[config.mk]
export PLATFORM = sky130hd
export DESIGN_NAME = seqDivider
export DESIGN_NICKNAME = d
export VERILOG_FILES = /design/src/rtl/divPkg.sv /design/src/rtl/divControl.sv /design/src/rtl/divDatapath.sv /design/src/rtl/seqDivider.sv
export SDC_FILE = /design/constraint.sdc
export NUM_CORES = 1
export LEC_CHECK = 0
export BUFFER_PORTS_ARGS = -buffer_cell sky130_fd_sc_hd__buf_4
export CAP_MARGIN = 40
export CORE_MARGIN = 1
export CORE_UTILIZATION = 47
export DETAILED_ROUTE_END_ITERATION = 12
export HOLD_SLACK_MARGIN = 0.12
export MAX_ROUTING_LAYER = met4
export PLACE_DENSITY = 0.7
export SLEW_MARGIN = 20
export SYNTH_ARGS = -nofsm -noshare
export SYNTH_HDL_FRONTEND = slang
export SYNTH_HIERARCHICAL = 1
export SYNTH_SLANG_ARGS = --single-unit
[constraint.sdc]
create_clock -name clk -period 3.2 [get_ports clk]
set_input_delay 0.16 -clock clk [delete_from_list [all_inputs] [get_ports clk]]
set_output_delay 0.16 -clock clk [all_outputs]
set_load 0.02 [all_outputs]
[src/rtl/divPkg.sv]
package divPkg;
  typedef struct packed {
    logic load;
    logic step;
    logic finish;
  } divCtrlT;
endpackage

[src/rtl/divControl.sv]
module divControl
  import divPkg::*;
#(
  parameter int WIDTH = 8
) (
  input  logic    clk,
  input  logic    rstN,
  input  logic    start,
  input  logic    divisorZero,
  output divCtrlT ctrl,
  output logic    busy,
  output logic    done
);
  localparam int CNTW = $clog2(WIDTH + 1) + 1;
  localparam logic [CNTW-1:0] LAST_STEP = CNTW'(WIDTH);

  typedef enum logic [1:0] {IDLE, RUN, FINISH} stateT;
  stateT state;
  logic [CNTW-1:0] stepCnt;
  logic doneReg;

  always_comb begin
    ctrl.load   = (state == IDLE) && start;
    ctrl.step   = (state == RUN);
    ctrl.finish = (state == FINISH);
  end

  always_ff @(posedge clk or negedge rstN) begin
    if (!rstN) begin
      state   <= IDLE;
      stepCnt <= '0;
      doneReg <= 1'b0;
    end else begin
      doneReg <= 1'b0;
      case (state)
        IDLE: if (start) begin
          stepCnt <= '0;
          state   <= divisorZero ? FINISH : RUN;
        end
        RUN: begin
          stepCnt <= stepCnt + 1'b1;
          if (stepCnt == LAST_STEP) state <= FINISH;
        end
        FINISH: begin
          doneReg <= 1'b1;
          state   <= IDLE;
        end
        default: state <= IDLE;
      endcase
    end
  end

  assign busy = (state != IDLE);
  assign done = doneReg;

  // done lasts one cycle
  assert_done_pulse_R5: assert property (@(posedge clk) disable iff (!rstN)
    done |=> !done);
  // busy and done never overlap
  assert_busy_done_excl_R5: assert property (@(posedge clk) disable iff (!rstN)
    !(busy && done));
  // each running cycle advances the step counter or leaves for the fix-up cycle
  assert_step_advance_R4: assert property (@(posedge clk) disable iff (!rstN)
    (state == RUN) |=> ((state == RUN) && (stepCnt == $past(stepCnt) + 1'b1)) || (state == FINISH));
  // a start while busy does not restart the count
  assert_start_ignored_R6: assert property (@(posedge clk) disable iff (!rstN)
    (state == RUN && start && stepCnt != LAST_STEP) |=> (state == RUN) && (stepCnt != '0));
endmodule

[src/rtl/divDatapath.sv]
module divDatapath
  import divPkg::*;
#(
  parameter int WIDTH = 8
) (
  input  logic             clk,
  input  logic             rstN,
  input  divCtrlT          ctrl,
  input  logic             signedMode,
  input  logic [WIDTH-1:0] dividend,
  input  logic [WIDTH-1:0] divisor,
  output logic             divisorZero,
  output logic [WIDTH-1:0] quotient,
  output logic [WIDTH-1:0] remainder,
  output logic             divByZero
);
  localparam int DW = 2 * WIDTH;

  logic [DW-1:0]    remReg, divReg;
  logic [WIDTH-1:0] quoReg, rawDividend, divMag;
  logic             negQuo, negRem, zeroLatched;
  logic             aNeg, bNeg;
  logic [WIDTH-1:0] aMag, bMag;
  logic [DW:0]      trialDiff;
  logic [WIDTH-1:0] remLow;

  assign divisorZero = (divisor == '0);

  always_comb begin
    aNeg = signedMode && dividend[WIDTH-1];
    bNeg = signedMode && divisor[WIDTH-1];
    aMag = aNeg ? (~dividend + 1'b1) : dividend;
    bMag = bNeg ? (~divisor + 1'b1) : divisor;
    trialDiff = {1'b0, remReg} - {1'b0, divReg};
    remLow = remReg[WIDTH-1:0];
  end

  always_ff @(posedge clk or negedge rstN) begin
    if (!rstN) begin
      remReg      <= '0;
      divReg      <= '0;
      quoReg      <= '0;
      rawDividend <= '0;
      divMag      <= '0;
      negQuo      <= 1'b0;
      negRem      <= 1'b0;
      zeroLatched <= 1'b0;
      quotient    <= '0;
      remainder   <= '0;
      divByZero   <= 1'b0;
    end else begin
      if (ctrl.load) begin
        remReg      <= {{WIDTH{1'b0}}, aMag};
        divReg      <= {bMag, {WIDTH{1'b0}}};
        quoReg      <= '0;
        rawDividend <= dividend;
        divMag      <= bMag;
        negQuo      <= aNeg ^ bNeg;
        negRem      <= aNeg;
        zeroLatched <= divisorZero;
      end else if (ctrl.step) begin
        if (trialDiff[DW]) begin
          quoReg <= {quoReg[WIDTH-2:0], 1'b0};
        end else begin
          remReg <= trialDiff[DW-1:0];
          quoReg <= {quoReg[WIDTH-2:0], 1'b1};
        end
        divReg <= divReg >> 1;
      end else if (ctrl.finish) begin
        divByZero <= zeroLatched;
        if (zeroLatched) begin
          quotient  <= '1;
          remainder <= rawDividend;
        end else begin
          quotient  <= negQuo ? (~quoReg + 1'b1) : quoReg;
          remainder <= negRem ? (~remLow + 1'b1) : remLow;
        end
      end
    end
  end

  // at fix-up, the remainder magnitude is below the divisor magnitude
  assert_rem_bound_R1: assert property (@(posedge clk) disable iff (!rstN)
    (ctrl.finish && !zeroLatched) |-> (remReg[DW-1:WIDTH] == '0) && (remLow < divMag));
  // results move only on the fix-up edge
  assert_hold_R8: assert property (@(posedge clk) disable iff (!rstN)
    !ctrl.finish |=> $stable(quotient) && $stable(remainder) && $stable(divByZero));
  // a zero-divisor result carries all-ones quotient and the raw dividend
  assert_zero_result_R3: assert property (@(posedge clk) disable iff (!rstN)
    (ctrl.finish && zeroLatched) |=> divByZero && (quotient == '1) && (remainder == $past(rawDividend)));
endmodule

[src/rtl/seqDivider.sv]
module seqDivider
  import divPkg::*;
#(
  parameter int WIDTH = 8
) (
  input  logic             clk,
  input  logic             rstN,
  input  logic             start,
  input  logic             signedMode,
  input  logic [WIDTH-1:0] dividend,
  input  logic [WIDTH-1:0] divisor,
  output logic             busy,
  output logic             done,
  output logic [WIDTH-1:0] quotient,
  output logic [WIDTH-1:0] remainder,
  output logic             divByZero
);
  divCtrlT ctrl;
  logic    divisorZero;

  divControl #(.WIDTH(WIDTH)) uCtrl (
    .clk(clk), .rstN(rstN), .start(start), .divisorZero(divisorZero),
    .ctrl(ctrl), .busy(busy), .done(done)
  );

  divDatapath #(.WIDTH(WIDTH)) uPath (
    .clk(clk), .rstN(rstN), .ctrl(ctrl), .signedMode(signedMode),
    .dividend(dividend), .divisor(divisor), .divisorZero(divisorZero),
    .quotient(quotient), .remainder(remainder), .divByZero(divByZero)
  );
endmodule

==> flow_summary_export.csv <==
group,metric,value,unit
sta,post-route-min-period,2.644,ns
global_route,grt_max_degree,52,
logic_synthesis,postSynth.asyncResetShare,1.000,
setup_path,cp_cell_sequence,"inv_1, ha_1, fa_1, nand2b_1, a211oi_1, o21ai_1, a211o_2, inv_1, a32o_1",
route,wl_per_cell,14.89,um
final_layout,drive_gt1_frac,0.1801,
clock_tree,cts.sinks,76,
logic_synthesis,yosys-top-cells-area,"dfrtp_1 (41%), mux2i_1 (6.6%), ha_1 (5.9%), nor2_1 (4.2%), xor2_1 (4.1%)",
clock_tree,cts_resized,0,
logic_synthesis,synthesis.instances,498,
sta,setup-tns-final,0,ns
clock_tree,clock_path_buffers,2,
clock_tree,cts_tree,"done",
clock_tree,ctsHoldBuffers,12,
route,drcViolationCount,1,
status,status,"finished with violations",
setup_path,cpMostUsedCell,"inv_1",
route,vias,3687,
floorplan,fp-row-count,36,
logic_synthesis,seq_area_frac_synth,0.4052,
power,leakagePower,0.002504,uW
sta,post-route-period-util,0.8264,
sta,fin_skew,0.01442,ns
place,place_ws,0.6239,ns
global_route,grt_pass1_vias,3476,
logic_synthesis,synth_top_cell_by_area,"dfrtp_1",
power,p_per_area,1060,nW/um2
place,placed_area,5082,um2
final_layout,design_area,5394,um2
route,first_pass_iters,8,
route,totalWireLength,10080,um
sta,max_freq,378.2,MHz
final_layout,n_antenna_cell,0,
place,placed_cells,649,
hold_path,hold_class,"in -> reg",
floorplan,core_area,9729,um2
sta,setup_ws,0.5556,ns
clock_tree,cts_inserted_buffers,9,
final_layout,syn2layout_area_growth,14.93,%
setup_path,crit_path_start,"uPath/remReg[0]",
floorplan,ioPinCount,39,
final_layout,final_nets,582,
logic_synthesis,netlist.area_leader.share,0.4052,
setup_path,slowest_stage,"dfrtp_1",
power,fin_total_pwr,5715,uW
setup_path,path_delay_family,"compound AO/OA/AOI/OAI gates",
clock_tree,clkSlewWorstSetupHoldPaths,0.09,ns
setup_path,end_kind,"flop",
power,peakVddDrop,0.0004738,V
place,gp_congestion,0.9103,
clock_tree,cts-root-buf,"clkbuf_8",
clock_tree,cts_setup_buffers,0,
global_route,overflow,0,
setup_path,crit_buf_inv,2,
sta,worstMarginPinSlew,0.6515,ns
setup_path,start_kind,"flop",
route,vias_per_cell,5.446,
floorplan,die-area,10390,um2
clock_tree,htreeDepth,3,
run,drv_cap,0,
setup_path,crit_arrival,2.93,ns
logic_synthesis,synth_cell_type_count,65,
setup_path,r2r_slack,0.56,ns
route,initialDrtViolationCount,133,
floorplan,die_h,101.9,um
global_route,antenna_found_initial,0,
sta,finalSetupViolCount,0,
logic_synthesis,synth_edf_count,0,
final_layout,final_common_cell,"dfrtp_1",
setup_path,reg2reg_from,"uPath/remReg[0]",
setup_path,crit_type,"reg -> reg",
floorplan,die_w,101.9,um
sta,rsz0062_at_grt,"false",
sta,drv_slew,0,
logic_synthesis,syn_area,4693,um2
place,port_buffers,38,
global_route,grt_pass1_wl,16630,um
global_route,grt_usage,0.2128,
hold_path,hold_start,"divisor[5]",
logic_synthesis,syn_area_per_cell,9.424,um2
setup_path,cp_max_fo,6,
logic_synthesis,ys_warn_count,6,
setup_path,required,3.49,ns
logic_synthesis,synth-seq-cells,76,
sta,relSlewSlack,0.5657,
status,violations,"design-rule violations",
place,hpwl,7428,um
clock_tree,worst_skew_pair.late_latency,0.35,ns
floorplan,start_util,0.4824,
final_layout,final_cell_mix,"dfrtp_1 (76), nor2_1 (53), nand2_1 (47)",
sta,hold_viol_final,0,
logic_synthesis,ys.flop_type,"dfrtp_1",
final_layout,fin_cells,677,
final_layout,fill_cells,883,
setup_path,critPathMaxStageDelay,0.42,ns
logic_synthesis,synth_nets,541,
route,detail-route-antenna-nets,0,
-- worst min-delay path, delay by kind of cell --
kind	cells	cell delay (ns)
xor gates and xnor gates	1	0.06
AOI/OAI and AO/OA	1	0.07
and+or+nand+nor	1	0.05
buffers and inverters	1	0.10
-- cell families after synthesis --
family	Yosys count	synth area share
multiplexers	48	0.1077
buffers and inverters	55	0.05092
AND/OR/NAND/NOR	148	0.1474
flip-flops	76	0.4052
XOR/XNOR	29	0.05412
adder cells (fa/ha/maj)	23	0.06292
AO/OA/AOI/OAI	119	0.1717
-- power breakdown --
part | switching [uW] | internal, uW
clock | 399 | 299
combinational | 1840 | 1460
sequential | 357 | 1360
-- worst paths after layout --
| path | endpoint | cells past startpoint |
|---|---|---|
| setup reg to reg | uPath/remReg[9] | 9 |
| hold / removal | uPath/divReg[13] | 4 |
| hold reg to reg | uCtrl/stepCnt[4] | 1 |
| setup / recovery | uPath/remReg[9] | 9 |
| max in group asynchronous | uPath/quoReg[6] | 3 |
| min in group asynchronous | uPath/rawDividend[1] | 2 |
-- state kept, by name, summed over array words and instances (netlist names) --
register and flops:
uPath/remReg 16, uPath/quotient 8, uPath/divReg 16, uPath/quoReg 8, uPath/rawDividend 8, uCtrl/done 1, uPath/negQuo 1, uPath/zeroLatched 1
uPath/divByZero 1, uPath/remainder 8, uCtrl/state 2, uPath/negRem 1, uCtrl/stepCnt 5
-- Yosys cell counts, types with 7 or more instances --
cell      number
o21ai_0       33
mux2i_1       31
nand2_1       47
dfrtp_1       76
nor3_1         8
xnor2_1        7
nor2_1        53
a21oi_1       30
nand3_1        8
mux2_2        16
clkbuf_1      14
ha_1          22
inv_1         31
xor2_1        22
-- layout make-up --
type	count	area [um2]	share of cell area
Multi-Input combinational cell	367	2552	0.4732
Sequential cell	76	1902	0.3526
Timing Repair Buffer	53	460.4	0.08536
Tap cell	133	166.4	0.03085
Clock buffer	9	123.9	0.02296
Inverter	32	121.4	0.02250
Clock inverter	7	67.56	0.01253
-- routing by layer --
layer / vias to the layer above / routed length [um] / global-route usage
li1: 1833 / - / -
met1: 1770 / 4694 / 0.2768
met2: 74 / 4896 / 0.3430
met3: 10 / 392 / 0.04104
met4: 0 / 97 / 0.05165
met5: - / 0 / -
-- per-stage QoR --
step	utilization	hold WS, ns
after CTS	0.5544	0.1282
after global routing	0.5544	0.1336
final	0.5544	0.1426
after floorplan	-	-0.1356
after detailed placement	0.5224	0.1108
after global placement	0.5195	0.3704
Note: power is estimated with default switching activity, not from simulation.
